<file path="src/rtl/tcam_pkg.sv">
package tcam_pkg;
  localparam int unsigned TCAM_DEPTH_DEF  = 8;
  localparam int unsigned TCAM_KEY_W_DEF  = 6;
  localparam int unsigned TCAM_DATA_W_DEF = 16;

  // per-stage control flags carried down the lookup pipeline
  typedef struct packed {
    logic valid;
    logic hit;
  } stage_flags_t;
endpackage

</file>
<file path="src/rtl/tcam_entry_array.sv">
module tcam_entry_array #(
  parameter int unsigned DEPTH = 8,
  parameter int unsigned KEY_W = 6,
  localparam int unsigned IDX_W = (DEPTH > 1) ? $clog2(DEPTH) : 1
) (
  input  logic             clk,
  input  logic             rst,
  input  logic             we,
  input  logic [IDX_W-1:0] widx,
  input  logic [KEY_W-1:0] wvalue,
  input  logic [KEY_W-1:0] wcare,
  input  logic             wvalid,
  input  logic [KEY_W-1:0] key,
  output logic [DEPTH-1:0] match
);
  for (genvar e = 0; e < DEPTH; e++) begin : g_entry
    logic [KEY_W-1:0] value_q;
    logic [KEY_W-1:0] care_q;
    logic             valid_q;
    logic             sel;

    assign sel = we && (widx == IDX_W'(e));

    always_ff @(posedge clk) begin
      if (rst) begin
        valid_q <= 1'b0;
      end else if (sel) begin
        valid_q <= wvalid;
      end
    end

    always_ff @(posedge clk) begin
      if (sel) begin
        value_q <= wvalue;
        care_q  <= wcare;
      end
    end

    // a bit disagrees only where care is set and the bits differ
    assign match[e] = valid_q && (((key ^ value_q) & care_q) == '0);
  end
endmodule

</file>
<file path="src/rtl/tcam_prio_sel.sv">
module tcam_prio_sel #(
  parameter int unsigned DEPTH = 8,
  localparam int unsigned IDX_W = (DEPTH > 1) ? $clog2(DEPTH) : 1
) (
  input  logic [DEPTH-1:0] req,
  output logic [DEPTH-1:0] grant,
  output logic             any,
  output logic [IDX_W-1:0] idx
);
  // unary stage: bit k survives only if no lower bit is set
  always_comb begin
    logic seen;
    seen  = 1'b0;
    grant = '0;
    for (int k = 0; k < DEPTH; k++) begin
      grant[k] = req[k] & ~seen;
      seen     = seen | req[k];
    end
    any = seen;
  end

  // binary stage: OR together the index of the single granted bit
  always_comb begin
    idx = '0;
    for (int k = 0; k < DEPTH; k++) begin
      if (grant[k]) begin
        idx = idx | IDX_W'(k);
      end
    end
  end
endmodule

</file>
<file path="src/rtl/tcam_assoc_ram.sv">
module tcam_assoc_ram #(
  parameter int unsigned DEPTH  = 8,
  parameter int unsigned DATA_W = 16,
  localparam int unsigned IDX_W = (DEPTH > 1) ? $clog2(DEPTH) : 1
) (
  input  logic              clk,
  input  logic              we,
  input  logic [IDX_W-1:0]  waddr,
  input  logic [DATA_W-1:0] wdata,
  input  logic              re,
  input  logic [IDX_W-1:0]  raddr,
  output logic [DATA_W-1:0] rdata
);
  logic [DATA_W-1:0] mem [DEPTH];

  always_ff @(posedge clk) begin
    if (we) begin
      mem[waddr] <= wdata;
    end
  end

  always_ff @(posedge clk) begin
    if (re) begin
      rdata <= mem[raddr];
    end
  end
endmodule

</file>
<file path="src/rtl/tcam_fwd_lookup.sv">
module tcam_fwd_lookup #(
  parameter int unsigned DEPTH  = tcam_pkg::TCAM_DEPTH_DEF,
  parameter int unsigned KEY_W  = tcam_pkg::TCAM_KEY_W_DEF,
  parameter int unsigned DATA_W = tcam_pkg::TCAM_DATA_W_DEF,
  localparam int unsigned IDX_W = (DEPTH > 1) ? $clog2(DEPTH) : 1
) (
  input  logic              clk,
  input  logic              rst,
  input  logic              ent_we,
  input  logic [IDX_W-1:0]  ent_idx,
  input  logic [KEY_W-1:0]  ent_value,
  input  logic [KEY_W-1:0]  ent_care,
  input  logic              ent_valid,
  input  logic              ad_we,
  input  logic [IDX_W-1:0]  ad_idx,
  input  logic [DATA_W-1:0] ad_data,
  input  logic              lk_req,
  input  logic [KEY_W-1:0]  lk_key,
  output logic              rsp_valid,
  output logic              rsp_hit,
  output logic [IDX_W-1:0]  rsp_index,
  output logic [DATA_W-1:0] rsp_data
);
  import tcam_pkg::*;

  logic [DEPTH-1:0]  match_vec;
  logic [DEPTH-1:0]  grant_vec;
  logic              any_match;
  logic [IDX_W-1:0]  win_idx;
  logic [DATA_W-1:0] ram_rdata;

  stage_flags_t      s1_q, s2_q;
  logic [IDX_W-1:0]  s1_idx_q, s2_idx_q;

  tcam_entry_array #(.DEPTH(DEPTH), .KEY_W(KEY_W)) u_array (
    .clk    (clk),
    .rst    (rst),
    .we     (ent_we),
    .widx   (ent_idx),
    .wvalue (ent_value),
    .wcare  (ent_care),
    .wvalid (ent_valid),
    .key    (lk_key),
    .match  (match_vec)
  );

  tcam_prio_sel #(.DEPTH(DEPTH)) u_prio (
    .req   (match_vec),
    .grant (grant_vec),
    .any   (any_match),
    .idx   (win_idx)
  );

  // stage 1: compare and priority result
  always_ff @(posedge clk) begin
    if (rst) begin
      s1_q     <= '0;
      s1_idx_q <= '0;
    end else begin
      s1_q.valid <= lk_req;
      s1_q.hit   <= lk_req && any_match;
      s1_idx_q   <= (lk_req && any_match) ? win_idx : '0;
    end
  end

  tcam_assoc_ram #(.DEPTH(DEPTH), .DATA_W(DATA_W)) u_ram (
    .clk   (clk),
    .we    (ad_we),
    .waddr (ad_idx),
    .wdata (ad_data),
    .re    (s1_q.valid),
    .raddr (s1_idx_q),
    .rdata (ram_rdata)
  );

  // stage 2: flags aligned with the memory read
  always_ff @(posedge clk) begin
    if (rst) begin
      s2_q     <= '0;
      s2_idx_q <= '0;
    end else begin
      s2_q     <= s1_q;
      s2_idx_q <= s1_idx_q;
    end
  end

  assign rsp_valid = s2_q.valid;
  assign rsp_hit   = s2_q.hit;
  assign rsp_index = s2_idx_q;
  assign rsp_data  = s2_q.hit ? ram_rdata : '0;
endmodule

</file>
<file path="config.mk">
export PLATFORM = sky130hd
export DESIGN_NAME = tcam_fwd_lookup
export DESIGN_NICKNAME = d
export VERILOG_FILES = /design/src/rtl/tcam_pkg.sv /design/src/rtl/tcam_entry_array.sv /design/src/rtl/tcam_prio_sel.sv /design/src/rtl/tcam_assoc_ram.sv /design/src/rtl/tcam_fwd_lookup.sv
export SDC_FILE = /design/constraint.sdc
export NUM_CORES = 1
export LEC_CHECK = 0
export BUFFER_PORTS_ARGS = -buffer_cell sky130_fd_sc_hd__buf_2
export CELL_PAD_IN_SITES_DETAIL_PLACEMENT = 0
export CELL_PAD_IN_SITES_GLOBAL_PLACEMENT = 1
export CORE_MARGIN = 8
export CORE_UTILIZATION = 47
export DETAILED_ROUTE_END_ITERATION = 12
export PLACE_DENSITY_LB_ADDON = 0.05
export SLEW_MARGIN = 40
export SYNTH_ARGS = -nofsm -noshare
export SYNTH_HDL_FRONTEND = slang
export SYNTH_SLANG_ARGS = --single-unit
</file>
<file path="constraint.sdc">
create_clock -name clk -period 1.8 [get_ports clk]
set_input_delay 0.09 -clock clk [delete_from_list [all_inputs] [get_ports clk]]
set_output_delay 0.09 -clock clk [all_outputs]
set_load 0.02 [all_outputs]
</file>
==> results_dict.tcl, run 1 <==
set metrics [dict create \
    status "finished, violations left" \
    violations "negative setup slack" \
    drv_slew 0 \
    grt_max_degree 34 \
    synth_common_cells "edfxtp_1, xor2_1, mux4_2, nand2_1" \
    period_share 1.03 \
    timing.rr.end "s1_idx_q[0]$_SDFF_PP0_" \
    worst_slew_pin_slew_ps 558 \
    p_int_mw 9.87 \
    nNetsFinal 682 \
    clock_sinks 258 \
    rsz0062_at_grt "true" \
    yosysSeqAreaShare 0.782 \
    synth_cell_type_count 28 \
    synth-edff-count 240 \
    core_area_sq_um 20200 \
    worstSetupPathType "reg -> reg" \
    top_layer_used "met4" \
    drive_gt1_frac 0.311 \
    root_buffer "clkbuf_16" \
    ys_ff_latch 258 \
    synth_area_leaders "edfxtp_1, mux4_2, xor2_1, dfxtp_1, mux2_2" \
    grt_pass1_wl_mm 30.1 \
    cap_violations 0 \
    finalHoldViolCount 0 \
    gp_congestion 0.770 \
    syn_inst 492 \
    skew_ps 7.97 \
    p_comb_frac 0.045 \
    min_path_type "in -> reg" \
    worst_slack_ps -55.1 \
    port_buffers 66 \
    wl_met1_mm 9.34 \
    die_h_microns 159 \
    worstSetupStartpointType "register" \
    dr.pass1.iters 5 \
    pre_cts_slack_ps -70.4 \
    power_density_nw_per_um2 1050 \
    track_usage 0.154 \
    n_antenna_cell 0 \
    yosysWarnings 0 \
    io_pins 67 \
    syn_area_sq_um 9670 \
    wl_per_cell_microns 21.1 \
    fmax_mhz 539 \
    required_ps 2190 \
    cts_tree "yes" \
    p_sw_mw 2.51 \
    crit_path_start "u_array.g_entry[2].value_q[4]$_DFFE_PP_" \
    numCtsBuffers 27 \
    relSlewSlack 0.628 \
    grt.overflow.total 0 \
    swShare 0.203 \
    synth_ff_type "edfxtp_1" \
    drt_iter0_drc 376 \
    placed_cell_area_sq_um 10600 \
    crit_arrival_ps 2240 \
    yosys.cell_count.top_type "edfxtp_1" \
    wl_met2_mm 9.05 \
    power_leakage_nw 4.05 \
    met3_length_microns 922 \
    synth_area_per_cell_sq_um 19.7 \
    vias 4912 \
    worstSkewPairLatency_ps 520 \
    layout_min_cycle_time_ps 1860 \
    syn_nets 538 \
    synth_area_leader_cell "edfxtp_1" \
    routed_wl_mm 19.6 \
    final_area_sq_um 11700 \
    cp-endpoint "s1_idx_q[0]$_SDFF_PP0_" \
    die_w_microns 159 \
    power_mw 12.4 \
    end_kind "register" \
    drcViolationCount 0 \
    synth_top_area_share 0.745 \
    setup_viol 1 \
    reg2reg_slack_ps -60 \
    postSynth.asyncResetShare 0 \
    cts_buffer_depth 3 \
    seq_power_share 0.549 \
    dpl.hpwl_mm 12.0 \
    ant_nets 0 \
    clkPwrFrac 0.406 \
    dieArea_sq_um 25400 \
    peakVddDrop_mv 0.717 \
    syn2layout_area_growth_pct 21.4 \
    clkTransAtPathRegs_ps 60 \
    whs_ps 84.7 \
    grt_pass1_vias 5222 \
    rows 52 \
    antenna_found_initial 0 \
    start_util 0.478 \
    htree_levels 1 \
    viasPerCell 5.30 \
    worstRegToRegCells 6 \
    r2r-start "u_array.g_entry[2].value_q[4]$_DFFE_PP_" \
    path_max_fanout 3 \
]
layout make-up:
| type | instances | area, sq um |
|---|---|---|
| fillers | 1569 | 8490 |
| flip-flops and latches | 258 | 7570 |
| multi-input cells | 214 | 2050 |
| repair buffers | 134 | 971 |
| clock buffers | 30 | 687 |
| well taps | 270 | 338 |
| clock inverters | 20 | 120 |
| inverters | 1 | 3.75 |
per-stage QoR:
step,setup TNS (ps),std cells,utilization
2_1_floorplan,0,492,-
3_3_place_gp,-39.9,845,0.524
3_5_place_dp,-70.4,845,0.524
4_1_cts,-60.4,927,0.580
5_1_grt,-339,927,0.580
6_report,-55.1,927,0.580
placed cells by master, fill, tap and decap left out, drive strengths merged, types with 16 or more instances in the layout:
cell type,count
clkinv,18
dfxtp,18
mux4,32
mux2,16
clkbuf,30
buf,102
edfxtp,240
xor2,48
and2,18
dlygate4sd3,32
nand2,22
worst max-delay path, cell delays in order, from the launching register on:
cell and delay, ps:
edfxtp_1 370, xor2_1 150, a222oi_1 540, nand4_1 220, or2b_1 260, o211ai_1 120, a311oi_2 70
sequential cells by signal, indices dropped and copies added (netlist names):
signal,count
u_ram.mem,128
u_array.g_entry.care_q,48
u_array.g_entry.value_q,48
u_ram.rdata,16
u_array.g_entry.valid_q,8
rsp_index,3
s1_idx_q,3
s1_q,2
rsp_hit,1
rsp_valid,1
routing by layer:
layer,vias up,track usage
met5,-,0
met4,0,0.0360
met3,26,0.0264
met2,112,0.240
met1,2552,0.222
li1,2222,-
logic make-up (layout without fill, tap and decap cells):
logic type             after synthesis  count (layout)  synth area share
flip-flops                         258             258             0.782
AO/OA/AOI/OAI                       33              33            0.0250
multiplexers                        50              50            0.0952
XOR/XNOR                            48              48            0.0435
AND/OR/NAND/NOR                     83              83            0.0446
buffers and inverters               20             185           0.00957
worst min-delay path by stage:
| stage | from | to | depth (start not counted) |
|---|---|---|---|
| floorplan | rst | rsp_hit$_SDFF_PP0_ | 1 |
| global placement | ad_data[6] | u_ram.mem[0][6]$_DFFE_PP_ | 1 |
| detailed placement | ad_data[12] | u_ram.mem[5][12]$_DFFE_PP_ | 1 |
| CTS | ent_idx[0] | u_array.g_entry[3].valid_q$_SDFFE_PP0P_ | 4 |
| global route | ent_we | u_array.g_entry[2].value_q[5]$_DFFE_PP_ | 3 |
| finish | ent_idx[0] | u_array.g_entry[3].valid_q$_SDFFE_PP0P_ | 4 |
power by group through the flow:
| stage | Clock, mW | Combinational [mW] | Sequential [mW] |
|---|---|---|---|
| 2_1_floorplan | 0 | 0.239 | 6.92 |
| 4_1_cts | 5.16 | 0.571 | 6.80 |
| 6_report | 5.02 | 0.562 | 6.80 |
| 3_3_place_gp | 0 | 0.504 | 6.92 |
| 3_5_place_dp | 0 | 0.515 | 6.92 |
| 5_1_grt | 5.38 | 0.613 | 6.81 |
what timing repair did:
item,CTS,global route
setup buffers,0,0
hold buffers,32,0
pin swaps,2,1
endpoints found under the hold margin,240,0
resized for setup,0,1
endpoints found under the setup margin,2,4
No activity file was read; power rests on OpenSTA's default activity.
==> run 2, diff against run 1 <==
--- a/config.mk
+++ b/config.mk
@@ -6,10 +6,10 @@
 export NUM_CORES = 1
 export LEC_CHECK = 0
-export BUFFER_PORTS_ARGS = -buffer_cell sky130_fd_sc_hd__buf_2
 export CELL_PAD_IN_SITES_DETAIL_PLACEMENT = 0
 export CELL_PAD_IN_SITES_GLOBAL_PLACEMENT = 1
 export CORE_MARGIN = 8
-export CORE_UTILIZATION = 47
+export CORE_UTILIZATION = 49
 export DETAILED_ROUTE_END_ITERATION = 12
+export DONT_BUFFER_PORTS = 1
 export PLACE_DENSITY_LB_ADDON = 0.05
 export SLEW_MARGIN = 40
==> constraint.sdc (replaced) <==
create_clock -name clk -period 1.8 [get_ports clk]
set_input_delay 0 -clock clk [delete_from_list [all_inputs] [get_ports clk]]
set_output_delay 0 -clock clk [all_outputs]
set_load 0.02 [all_outputs]
==> run 2 against run 1 <==
Compared with the run above:
- the flow still finishes with violations (negative setup slack)
- worst setup slack lost 120 ps
- critical path depth grew 1
- total power shrank 0.93%
- critical path type unchanged
- critical endpoint unchanged
- largest power group unchanged
==> results_dict.tcl, run 2 (synthesis results as in run 1) <==
set metrics [dict create \
    dp.cells 764 \
    cts_buffer_depth 3 \
    cts_tree "yes" \
    grt_max_degree 34 \
    reg_top3 "u_ram.mem x128, u_array.g_entry.care_q x48, u_array.g_entry.value_q x48" \
    viasPerCell 5.43 \
    rsz0062_at_grt "true" \
    nNetsFinal 626 \
    skew_ps 17.1 \
    dr.pass1.iters 6 \
    swShare 0.193 \
    p_sw_mw 2.37 \
    stdcell_count 860 \
    status "finished, violations left" \
    largest_register_ff_count 128 \
    power_mw 12.3 \
    regMostFlops "u_ram.mem" \
    start_util 0.499 \
    worstSetupPathType "reg -> reg" \
    drt_iter0_drc 349 \
    violations "negative setup slack" \
    crit_arrival_ps 2400 \
    clkTransAtPathRegs_ps 60 \
    core_area_sq_um 19400 \
    layout_min_cycle_time_ps 1980 \
    wl_per_cell_microns 23.0 \
    worstSetupStartpointType "register" \
    grt.overflow.total 0 \
    ant_nets 0 \
    seq_power_share 0.555 \
    cap_violations 0 \
    end_kind "register" \
    die_w_microns 157 \
    worst_slew_pin_slew_ps 573 \
    peakVddDrop_mv 0.829 \
    fmax_mhz 506 \
    numCtsBuffers 26 \
    pre_cts_slack_ps -187 \
    die_h_microns 157 \
    grt_pass1_wl_mm 29.9 \
    vias 4666 \
    root_buffer "clkbuf_16" \
    finalHoldViolCount 0 \
    power_density_nw_per_um2 1060 \
    period_share 1.10 \
    required_ps 2220 \
    port_buffers 0 \
    track_usage 0.165 \
    syn2layout_area_growth_pct 19.3 \
    antenna_found_initial 1 \
    min_path_type "in -> reg" \
    placed_cell_area_sq_um 10200 \
    rows 51 \
    power_leakage_nw 3.80 \
    routed_wl_mm 19.8 \
    worst_slack_ps -177 \
    relSlewSlack 0.618 \
    htree_levels 1 \
    layout_common_cells "edfxtp_1, dlygate4sd3_1, xor2_1" \
    drcViolationCount 0 \
    met3_length_mm 1.33 \
    gp_congestion 0.782 \
    drv_slew 0 \
    drive_gt1_frac 0.204 \
    clkPwrFrac 0.406 \
    wl_met1_mm 9.17 \
    final_common_cell "edfxtp_1" \
    wl_met2_mm 9.04 \
    p_comb_frac 0.039 \
    path_max_fanout 3 \
    grt_pass1_vias 4909 \
    dieArea_sq_um 24500 \
    dpl.hpwl_mm 12.0 \
    io_pins 67 \
    setup_viol 3 \
    clock_sinks 258 \
    whs_ps 25.7 \
    top_layer_used "met4" \
    worstSkewPairLatency_ps 520 \
    p_int_mw 9.89 \
    reg2reg_slack_ps -180 \
    final_area_sq_um 11500 \
]
[run 2: cell count changes in the layout (fill, tap and decap cells not counted), sizes merged]
| cell | delta |
|---|---|
| inv | -1 |
| diode | +1 |
| dlygate4sd3 | +20 |
| buf | -75 |
| clkinv | -12 |
| clkbuf | +5 |
[run 2: area by class of cell]
| cell class | instances | area (sq um) |
|---|---|---|
| Fill cell | 1477 | 7860 |
| Clock inverter | 7 | 56.3 |
| Sequential cell | 258 | 7570 |
| Inverter | 1 | 3.75 |
| Tap cell | 265 | 332 |
| Antenna cell | 1 | 2.50 |
| Clock buffer | 35 | 726 |
| Timing Repair Buffer | 79 | 786 |
| Multi-Input combinational cell | 214 | 2060 |
[run 2: per-layer routing]
metal / global-route usage / vias up
li1: - / 2110
met1: 0.236 / 2413
met2: 0.252 / 119
met3: 0.0414 / 24
met4: 0.0389 / 0
met5: 0 / -
[run 2: power groups by stage]
stage / Clock [mW] / Combinational [mW] / Sequential [mW]
after CTS: 5.11 / 0.482 / 6.81
after global routing: 5.34 / 0.525 / 6.82
after detailed placement: 0 / 0.319 / 6.94
final: 4.98 / 0.482 / 6.81
after floorplan: 0 / 0.238 / 6.92
after global placement: 0 / 0.314 / 6.93
[run 2: worst max-delay path: stages (launching register included)]
cell and delay [ps]:
edfxtp_1 380, xor2_1 150, a222oi_1 560, nand4_1 160, buf_4 180, or2b_1 140, o211ai_1 100, a311oi_2 210
[run 2: worst paths after layout]
| kind | to | from | depth (start not counted) |
|---|---|---|---|
| min | u_array.g_entry[1].value_q[5]$_DFFE_PP_ | ent_we | 2 |
| max reg2reg | s1_idx_q[0]$_SDFF_PP0_ | u_array.g_entry[1].value_q[4]$_DFFE_PP_ | 7 |
| min reg2reg | rsp_hit$_SDFF_PP0_ | s1_q[0]$_SDFF_PP0_ | 1 |
| max | s1_idx_q[0]$_SDFF_PP0_ | u_array.g_entry[1].value_q[4]$_DFFE_PP_ | 7 |
[run 2: metrics by stage]
stage          TNS [ps]  utilization
2_1_floorplan         0            -
3_3_place_gp       -181        0.526
3_5_place_dp       -281        0.526
4_1_cts            -116        0.593
5_1_grt            -532        0.595
6_report           -193        0.595
[run 2: repair_timing]
| item | CTS | global route |
|---|---|---|
| hold buffers | 52 | 0 |
| setup buffers | 1 | 0 |
| pin swaps | 3 | 4 |
| gates resized for setup | 1 | 7 |
| gates cloned | 0 | 0 |
| setup endpoints to repair | 4 | 6 |
| hold endpoints to repair | 346 | 0 |
==> run 3, diff against run 2 <==
CORE_UTILIZATION = 50   (was 49)
GPL_TIMING_DRIVEN = 1   (was not set)
clock period = 2.23 ns   (was 1.8 ns; I/O delays follow)
==> run 3 against run 2 <==
Compared with the run above:
- the run now ends clean
- non-clock buffer count decreased by 13
- wire length decreased by 0.22%
- sequential cell count unchanged
- combinational power decreased by 22%
- clock skew decreased by 5.4 ps
- clock-buffer cell count decreased by 1
- clock power decreased by 11%
- critical path type unchanged
- largest cell class unchanged
- largest power group unchanged
==> results_dict.tcl, run 3 (synthesis results as in run 1) <==
set metrics [dict create \
    multi_input_area_sq_um 2030 \
    die_h_microns 155 \
    worstSetupPathType "reg -> reg" \
    cap_violations 0 \
    path_max_fanout 3 \
    grt_pass1_vias 5026 \
    final_common_cell "edfxtp_1" \
    vias 4636 \
    fmax_mhz 499 \
    drive_gt1_frac 0.199 \
    layout_min_cycle_time_ps 2000 \
    slowest_delay_ps 550 \
    drcViolationCount 0 \
    peakVddDrop_mv 0.604 \
    antenna_found_initial 0 \
    io_pins 67 \
    cts_resized 0 \
    status "finished clean" \
    power_leakage_nw 3.77 \
    htree_levels 1 \
    p_sw_mw 1.98 \
    rows 51 \
    regMostFlops "u_ram.mem" \
    die_w_microns 155 \
    root_buffer "clkbuf_16" \
    ant_nets 0 \
    period_share 0.898 \
    seq_power_share 0.533 \
    viasPerCell 5.44 \
    n_antenna_cell 0 \
    swShare 0.192 \
    path_delay_family "compound AO/OA/AOI/OAI gates" \
    seqCellArea_sq_um 7570 \
    worstSetupStartpointType "register" \
    grt_max_degree 34 \
    gp_congestion 0.789 \
    worstSkewPairLatency_ps 510 \
    dpl.hpwl_mm 11.5 \
    cts_buffer_depth 3 \
    layout_common_cells "edfxtp_1, xor2_1, dlygate4sd3_1" \
    finalHoldViolCount 0 \
    core_area_sq_um 19200 \
    relSlewSlack 0.523 \
    grt.overflow.total 0 \
    grt_pass1_wl_mm 30.1 \
    routed_wl_mm 19.7 \
    path_buf_inv 0 \
    pre_cts_slack_ps 301 \
    end_kind "register" \
    crit_arrival_ps 2420 \
    clock_sinks 258 \
    largest_register_ff_count 128 \
    clkTransAtPathRegs_ps 60 \
    start_util 0.504 \
    drt_iter0_drc 505 \
    p_comb_frac 0.037 \
    post_cts_buffers 0 \
    numCtsBuffers 26 \
    p_int_mw 8.32 \
    crit_path_cell_trace "xor2_1, a222oi_1, nand4_1, or2b_1, o211ai_1, a311oi_2" \
    rsz0062_at_grt "false" \
    required_ps 2650 \
    clkPwrFrac 0.430 \
    reg_top3 "u_ram.mem x128, u_array.g_entry.care_q x48, u_array.g_entry.value_q x48" \
    dieArea_sq_um 24100 \
    nNetsFinal 613 \
    track_usage 0.168 \
    min_path_type "in -> reg" \
    cts_tree "yes" \
    cts-hold-fix-buffers 45 \
    power_density_nw_per_um2 899 \
    filler_cell_count 1440 \
    dr.pass1.iters 5 \
    drv_slew 0 \
    worst_slack_ps 227 \
    wl_per_cell_microns 23.1 \
    skew_ps 11.6 \
    port_buffers 0 \
    slowest_stage "a222oi_1" \
    setup_viol 0 \
    fin_setup_tns_ps 0 \
    worst_slew_pin_slew_ps 714 \
    syn2layout_area_growth_pct 18.4 \
]
## run 3: cell types whose count changed in the layout (fill, tap and decap cells not counted), sizes merged
cell,delta
buf,-6
bufinv,+3
dlygate4sd3,-7
clkbuf,-1
diode,-1
clkinvlp,+1
clkinv,+3
## run 3: power by group through the flow
stage	Combinational, mW	Clock (mW)	Sequential [mW]
2_1_floorplan	0.192	0	5.59
3_3_place_gp	0.246	0	5.59
3_5_place_dp	0.250	0	5.60
4_1_cts	0.380	4.54	5.49
5_1_grt	0.409	4.73	5.50
6_report	0.376	4.43	5.49
## run 3: cell type report
type	count	share of cell area
sequential	258	0.661
multi-input combinational	214	0.178
clock buffer	34	0.0622
timing repair buffer	66	0.0553
tap	265	0.0289
clock inverter	14	0.0150
inverter	1	0.000328
## run 3: tightest hold or removal path, delay by kind of cell
family | cells | cell delay (ps)
buf+inv | 1 | 220
simple gates | 2 | 120
## run 3: worst paths after layout
path | slack, ps | cells after the start | from | end
min | 30 | 3 | ad_idx[2] | u_ram.mem[6][8]$_DFFE_PP_
max | 230 | 6 | u_array.g_entry[1].value_q[4]$_DFFE_PP_ | s1_idx_q[0]$_SDFF_PP0_
min reg2reg | 470 | 1 | s1_q[0]$_SDFF_PP0_ | rsp_hit$_SDFF_PP0_
max reg2reg | 230 | 6 | u_array.g_entry[1].value_q[4]$_DFFE_PP_ | s1_idx_q[0]$_SDFF_PP0_
## run 3: routing by layer
metal  wire [microns]  up-vias  GRT usage
li1                 -     2084          -
met1             8980     2392      0.240
met2             9350      139      0.264
met3             1130       21     0.0322
met4              260        0     0.0406
met5                0        -          0
## run 3: per-stage QoR
step / instance area, sq um / cells / hold WS (ps) / power [mW] / utilization
global route: 11500 / 852 / 37.0 / 10.6 / 0.596
global placement: 10100 / 759 / 74.0 / 5.84 / 0.527
detailed placement: 10100 / 759 / 75.0 / 5.85 / 0.527
finish: 11500 / 852 / 26.3 / 10.3 / 0.596
CTS: 11500 / 852 / 19.4 / 10.4 / 0.596
floorplan: 9670 / 492 / 71.6 / 5.78 / -
